[src/rtl/dcc_pkg.sv]
package dcc_pkg;
  parameter int DATA_W = 32;

  localparam int BIT_CAP_MODE = 0;
  localparam int BIT_DOWN     = 1;
  localparam int BIT_GEN_EN   = 2;
  localparam int BIT_CAP_EN   = 3;
  localparam int BIT_AUTO_RLD = 4;
  localparam int BIT_LOAD     = 5;
  localparam int BIT_INT_EN   = 6;
  localparam int BIT_ENABLE   = 7;
  localparam int BIT_FLAG     = 8;
  localparam int BIT_EN_ALL   = 10;

  localparam logic [1:0] REG_CSR   = 2'd0;
  localparam logic [1:0] REG_LOAD  = 2'd1;
  localparam logic [1:0] REG_COUNT = 2'd2;

  // control -> datapath strobes, one per counter
  typedef struct packed {
    logic              enable;
    logic              load;
    logic              down;
    logic              capMode;
    logic              autoReload;
    logic              genEn;
    logic              capEn;
    logic              flag;
    logic [DATA_W-1:0] loadVal;
  } ctrlStb_t;

  // datapath -> control events, one per counter
  typedef struct packed {
    logic              tcEvt;
    logic              capEvt;
    logic [DATA_W-1:0] count;
  } dpEvt_t;
endpackage

[src/rtl/dcc_ctrl.sv]
module dcc_ctrl
  import dcc_pkg::*;
#(
  parameter int NUM_CNT = 2,
  parameter int ADDR_W  = 5
) (
  input  logic                       clk,
  input  logic                       rstN,
  input  logic                       wrEn,
  input  logic [ADDR_W-1:0]          addr,
  input  logic [DATA_W-1:0]          wrData,
  output logic [DATA_W-1:0]          rdData,
  input  dpEvt_t   [NUM_CNT-1:0]     dpEvt,
  output ctrlStb_t [NUM_CNT-1:0]     ctrlStb,
  output logic     [NUM_CNT-1:0]     irqOut
);
  localparam int SEL_W = ADDR_W - 4;
  localparam logic [SEL_W:0] NUM_CNT_V = (SEL_W+1)'(NUM_CNT);

  logic [SEL_W-1:0] winSel;
  logic [1:0]       regSel;
  logic             wordAligned;
  logic             enAllWr;
  logic [NUM_CNT-1:0][DATA_W-1:0] rdWord;

  assign winSel      = addr[ADDR_W-1:4];
  assign regSel      = addr[3:2];
  assign wordAligned = (addr[1:0] == 2'b00);
  assign enAllWr     = wrEn && wordAligned && (regSel == REG_CSR) && wrData[BIT_EN_ALL];

  for (genvar i = 0; i < NUM_CNT; i++) begin : g_cnt
    logic [BIT_ENABLE:0] csrQ;
    logic                flagQ;
    logic [DATA_W-1:0]   loadQ;
    logic                csrWr, ldWr, stopNow, enNext;

    assign csrWr   = wrEn && wordAligned && (winSel == SEL_W'(i)) && (regSel == REG_CSR);
    assign ldWr    = wrEn && wordAligned && (winSel == SEL_W'(i)) && (regSel == REG_LOAD);
    assign stopNow = dpEvt[i].tcEvt && !csrQ[BIT_AUTO_RLD];

    // enable priority: global start, then own write, then terminal stop
    always_comb begin
      enNext = csrQ[BIT_ENABLE];
      if (stopNow) enNext = 1'b0;
      if (csrWr)   enNext = wrData[BIT_ENABLE];
      if (enAllWr) enNext = 1'b1;
    end

    always_ff @(posedge clk) begin
      if (!rstN) begin
        csrQ  <= '0;
        flagQ <= 1'b0;
        loadQ <= '0;
      end else begin
        if (csrWr) csrQ[BIT_ENABLE-1:0] <= wrData[BIT_ENABLE-1:0];
        csrQ[BIT_ENABLE] <= enNext;
        if (dpEvt[i].tcEvt || dpEvt[i].capEvt) flagQ <= 1'b1;
        else if (csrWr && wrData[BIT_FLAG])    flagQ <= 1'b0;
        if (dpEvt[i].capEvt) loadQ <= dpEvt[i].count;
        else if (ldWr)       loadQ <= wrData;
      end
    end

    assign ctrlStb[i].enable     = csrQ[BIT_ENABLE];
    assign ctrlStb[i].load       = csrQ[BIT_LOAD];
    assign ctrlStb[i].down       = csrQ[BIT_DOWN];
    assign ctrlStb[i].capMode    = csrQ[BIT_CAP_MODE];
    assign ctrlStb[i].autoReload = csrQ[BIT_AUTO_RLD];
    assign ctrlStb[i].genEn      = csrQ[BIT_GEN_EN];
    assign ctrlStb[i].capEn      = csrQ[BIT_CAP_EN];
    assign ctrlStb[i].flag       = flagQ;
    assign ctrlStb[i].loadVal    = loadQ;

    assign irqOut[i] = flagQ && csrQ[BIT_INT_EN];

    always_comb begin
      unique case (regSel)
        REG_CSR:   rdWord[i] = DATA_W'({flagQ, csrQ});
        REG_LOAD:  rdWord[i] = loadQ;
        REG_COUNT: rdWord[i] = dpEvt[i].count;
        default:   rdWord[i] = '0;
      endcase
    end
  end

  always_comb begin
    rdData = '0;
    if ({1'b0, winSel} < NUM_CNT_V) rdData = rdWord[winSel];
  end
endmodule

[src/rtl/dcc_datapath.sv]
module dcc_datapath
  import dcc_pkg::*;
#(
  parameter int NUM_CNT = 2
) (
  input  logic                   clk,
  input  logic                   rstN,
  input  ctrlStb_t [NUM_CNT-1:0] ctrlStb,
  input  logic     [NUM_CNT-1:0] capIn,
  output dpEvt_t   [NUM_CNT-1:0] dpEvt,
  output logic     [NUM_CNT-1:0] genOut
);
  localparam logic [DATA_W-1:0] ONE     = DATA_W'(1);
  localparam logic [DATA_W-1:0] ALL_ONE = '1;

  for (genvar i = 0; i < NUM_CNT; i++) begin : g_cnt
    logic              syncA, syncB, syncPrev;
    logic [DATA_W-1:0] cntQ;
    logic [DATA_W-1:0] termVal;
    logic              rise, tcEvt, capEvt;
    ctrlStb_t          stb;

    assign stb     = ctrlStb[i];
    assign rise    = syncB && !syncPrev;
    assign termVal = stb.down ? '0 : ALL_ONE;
    assign tcEvt   = stb.enable && !stb.load && !stb.capMode && (cntQ == termVal);
    assign capEvt  = stb.capMode && stb.capEn && rise && (stb.autoReload || !stb.flag);

    always_ff @(posedge clk) begin
      if (!rstN) begin
        syncA    <= 1'b0;
        syncB    <= 1'b0;
        syncPrev <= 1'b0;
        cntQ     <= '0;
      end else begin
        syncA    <= capIn[i];
        syncB    <= syncA;
        syncPrev <= syncB;
        if (stb.load) begin
          cntQ <= stb.loadVal;
        end else if (stb.enable) begin
          if (tcEvt) begin
            if (stb.autoReload) cntQ <= stb.loadVal;
          end else if (stb.down) begin
            cntQ <= cntQ - ONE;
          end else begin
            cntQ <= cntQ + ONE;
          end
        end
      end
    end

    assign dpEvt[i].tcEvt  = tcEvt;
    assign dpEvt[i].capEvt = capEvt;
    assign dpEvt[i].count  = cntQ;
    assign genOut[i]       = tcEvt && stb.genEn;
  end
endmodule

[src/rtl/dual_cc_timer.sv]
module dual_cc_timer
  import dcc_pkg::*;
#(
  parameter  int NUM_CNT = 2,
  localparam int ADDR_W  = $clog2(NUM_CNT) + 4
) (
  input  logic               clk,
  input  logic               rstN,
  input  logic               wrEn,
  input  logic [ADDR_W-1:0]  addr,
  input  logic [DATA_W-1:0]  wrData,
  output logic [DATA_W-1:0]  rdData,
  input  logic [NUM_CNT-1:0] capIn,
  output logic [NUM_CNT-1:0] genOut,
  output logic [NUM_CNT-1:0] irqOut,
  output logic               irq
);
  ctrlStb_t [NUM_CNT-1:0] ctrlStb;
  dpEvt_t   [NUM_CNT-1:0] dpEvt;

  dcc_ctrl #(.NUM_CNT(NUM_CNT), .ADDR_W(ADDR_W)) u_ctrl (
    .clk(clk), .rstN(rstN), .wrEn(wrEn), .addr(addr), .wrData(wrData),
    .rdData(rdData), .dpEvt(dpEvt), .ctrlStb(ctrlStb), .irqOut(irqOut)
  );

  dcc_datapath #(.NUM_CNT(NUM_CNT)) u_dp (
    .clk(clk), .rstN(rstN), .ctrlStb(ctrlStb), .capIn(capIn),
    .dpEvt(dpEvt), .genOut(genOut)
  );

  assign irq = |irqOut;
endmodule

[config.mk]
export PLATFORM = sky130hd
export DESIGN_NAME = dual_cc_timer
export DESIGN_NICKNAME = d
export VERILOG_FILES = /design/src/rtl/dcc_pkg.sv /design/src/rtl/dcc_ctrl.sv /design/src/rtl/dcc_datapath.sv /design/src/rtl/dual_cc_timer.sv
export SDC_FILE = /design/constraint.sdc
export NUM_CORES = 1
export LEC_CHECK = 0
export BUFFER_PORTS_ARGS = -buffer_cell sky130_fd_sc_hd__buf_2
export CAP_MARGIN = 20
export CORE_ASPECT_RATIO = 1.25
export CORE_MARGIN = 2
export CORE_UTILIZATION = 52
export CTS_BUF_LIST = sky130_fd_sc_hd__clkbuf_4 sky130_fd_sc_hd__clkbuf_8
export CTS_CLUSTER_SIZE = 12
export DETAILED_ROUTE_END_ITERATION = 10
export PLACE_DENSITY = 0.8
export SETUP_SLACK_MARGIN = 0.3
export SLEW_MARGIN = 30
export SYNTH_ARGS = -nofsm -noshare
export SYNTH_HDL_FRONTEND = slang
export SYNTH_SLANG_ARGS = --single-unit
[constraint.sdc]
create_clock -name clk -period 5.7 [get_ports clk]
set_input_delay 1.14 -clock clk [delete_from_list [all_inputs] [get_ports clk]]
set_output_delay 1.14 -clock clk [all_outputs]
set_load 0.005 [all_outputs]
==> flow_summary.yaml <==
run_status:
  outcome: "completed"
placed_design:
  hpwl_mm: 24.4
  place_congestion: 0.959
  numPortBuffers: 78
  placedCellCount: 1647
worst_setup_path:
  r2r_setup_slack_ps: 1530
  cp_num_buf_inv: 4
  regToRegEndpoint: "u_dp.g_cnt[1].cntQ[30]$_SDFFE_PN0P_"
  worst-path-max-fanout: 31
  path_cells: "buf_2, clkinv_1, nor2_4, buf_4, a221oi_1, nor2_1, buf_2"
  reg2reg_depth: 9
  cp_common_cell: "buf_2"
  r2r_start: "u_ctrl.g_cnt[1].csrQ[1]$_SDFFE_PN0P_"
  critical_path.max_stage_delay_ps: 650
  cp_slowest_cell: "nor2_4"
  cp.required_ps: 4560
  setup.worst_path.end_class: "output pin"
  worstPathArrival_ps: 3370
  cp_top_family: "buffers and inverters"
  critPathLaunchType: "input port"
  path_class: "input port to output pin"
power_and_ir_drop:
  net-switching-power_mw: 0.636
  p_seq_share_pct: 51.9
  power.internal_mw: 1.49
  p_sw_share_pct: 30.0
  peakVddDrop_mv: 0.146
  p_leak_nw: 4.51
  power_frac_clock_pct: 37.1
  power_density_nw_per_um2: 180
  comb_power_share_pct: 10.9
yosys:
  synth_edf_count: 0
  ys_warn_count: 0
  syn_nets: 1489
  async_flop_share_pct: 0
  avgSynthCellArea_um2: 7.89
  synth_cell_types: 83
  seq_area_frac_synth_pct: 27.8
  synth_ff_type: "dfxtp_1"
  netlist_area_um2: 10900
  ys_ff_latch: 152
  synthCells: 1385
cts:
  numCtsBuffers: 17
  cts_tree: "done"
  clkTransAtPathRegs_ps: 90
  h-tree-depth: 4
  insertion_delay_ps: 470
  post-cts-setup-buffers: 0
  clock_sinks: 152
  clk_root_buffer_cell: "clkbuf_8"
  clk_path_buf_depth: 2
  post_cts_resized: 0
  hold_buffers: 0
timing:
  setup_tns_ps: 0
  rsz0062_at_grt: "no"
  tightest_slew_ps: 985
  setup_viol: 0
  maxSlewViolCount: 0
  fin_crit_ps: 4510
  finalHoldViolCount: 0
  fmax_mhz: 222
  fin_hold_ws_ps: 441
  relSlewSlack_pct: 34.1
  fin_skew_ps: 14.4
  post-route-period-util_pct: 79.1
min_path:
  hold_path_depth: 1
  holdCritPathClass: "flip-flop to flip-flop"
  hp-start: "u_dp.g_cnt[1].syncA$_SDFF_PN0_"
  holdPathEnd: "u_dp.g_cnt[1].syncB$_SDFF_PN0_"
grt:
  grt_usage_pct: 29.6
  antenna_found_initial: 0
  gr-total-overflow: 0
  grt_pass1_vias: 10200
  grt_max_degree: 79
  grt_pass1_wl_mm: 53.8
floorplanning:
  dieArea_um2: 22200
  die_height_um: 166
  row_count: 59
  start_util_pct: 52.7
  fp.dieW_um: 134
  io_pins: 79
  core_um2: 20700
routing:
  vias: 10900
  wl_per_cell_um: 19.8
  wl_mm: 33.2
  final_antenna_net_count: 0
  drtIter0Drc: 884
  dr.pass1.iters: 6
  drc: 0
  routed_via_density: 6.49
finish:
  final_util_pct: 56.7
  drive_gt1_share_pct: 12.0
  fill_cells: 1900
  diodes: 0
  area_growth_pct: 7.62
  multi_input_area_um2: 7390
  layout.nets: 1497
  final_cells: 1680
  final_cell_mix: "nor2_1 (198), dfxtp_1 (152), nand2_1 (104), a21oi_1 (101), mux2i_1 (82)"
  regArea_um2: 3040
  final_common_cell: "nor2_1"
run:
  drv_cap: 0
==> routing by layer <==
layer / routed length (um) / track usage, % / part of all wire [%] / up-vias
met5: 0 / 0 / 0 / -
met4: 1540 / 14.4 / 4.6 / 0
met3: 2070 / 4.00 / 6.2 / 112
met2: 15800 / 48.6 / 48 / 461
met1: 13800 / 38.3 / 42 / 5141
li1: - / - / - / 5190
==> power groups by stage <==
stage | clock, mW | combinational (mW) | sequential [mW]
after CTS | 0.790 | 0.225 | 1.10
after global placement | 0 | 0.219 | 1.13
after floorplan | 0 | 0.152 | 1.12
after detailed placement | 0 | 0.224 | 1.13
final | 0.788 | 0.232 | 1.10
after global routing | 0.829 | 0.253 | 1.10
==> synthesized netlist by cell type, types with 13 or more instances <==
| cell type | number | area [um2] |
|---|---|---|
| nand2_1 | 104 | 390 |
| o21ai_0 | 63 | 315 |
| a21o_1 | 39 | 293 |
| ha_1 | 60 | 751 |
| inv_1 | 15 | 56.3 |
| xor2_1 | 19 | 166 |
| and2_1 | 14 | 87.6 |
| clkbuf_1 | 63 | 236 |
| mux2i_1 | 82 | 821 |
| dfxtp_1 | 152 | 3040 |
| xnor2_1 | 36 | 315 |
| a211oi_1 | 80 | 601 |
| nor3_1 | 26 | 130 |
| nand3_1 | 35 | 175 |
| a221oi_1 | 53 | 464 |
| nand4_1 | 13 | 81.3 |
| a31oi_1 | 20 | 125 |
| a311oi_1 | 15 | 131 |
| buf_2 | 30 | 150 |
| o22ai_1 | 13 | 81.3 |
| nor2_1 | 200 | 751 |
| a21oi_1 | 103 | 515 |
==> per-stage QoR <==
step / instance area (um2) / worst slack, ps / total power [mW]
after floorplan: 10900 / 1920 / 1.27
after global placement: 11400 / 1320 / 1.34
after detailed placement: 11400 / 1220 / 1.35
after CTS: 11700 / 1240 / 2.12
after global routing: 11800 / 1010 / 2.19
final: 11800 / 1190 / 2.12
==> registers in the layout, indices dropped and copies added, names as in the netlist <==
name                 count
u_dp.g_cnt.cntQ         64
u_ctrl.g_cnt.flagQ       2
u_dp.g_cnt.syncPrev      2
u_ctrl.g_cnt.csrQ       16
u_ctrl.g_cnt.loadQ      64
u_dp.g_cnt.syncB         2
u_dp.g_cnt.syncA         2
==> layout make-up <==
class                           count  area share [%]
Timing Repair Buffer               97            4.70
Inverter                           19           0.628
Sequential cell                   152            25.9
Tap cell                          274            2.91
Clock buffer                       18            2.11
Multi-Input combinational cell   1106            62.8
Clock inverter                     14           0.957
==> how the worst max path moves through the flow <==
stage,startpoint,end,slack (ps),cells past startpoint
2_1_floorplan,addr[3],rdData[5],1920,8
3_3_place_gp,addr[3],rdData[21],1320,7
3_5_place_dp,addr[3],rdData[21],1220,7
4_1_cts,addr[3],rdData[21],1240,7
5_1_grt,addr[3],rdData[21],1010,7
6_report,addr[3],rdData[21],1190,7
==> cell families (layout without fill, tap and decap cells) <==
family | after synthesis | in the layout | share of synthesized area, %
AO/OA/AOI/OAI | 462 | 462 | 29.7
AND/OR/NAND/NOR | 445 | 445 | 18.3
flip-flops | 152 | 152 | 27.8
buffers and inverters | 127 | 148 | 4.99
multiplexers | 82 | 82 | 7.51
adder cells (fa/ha/maj) | 62 | 62 | 7.24
XOR/XNOR | 55 | 55 | 4.41
Note: power is estimated with default switching activity, not from simulation.
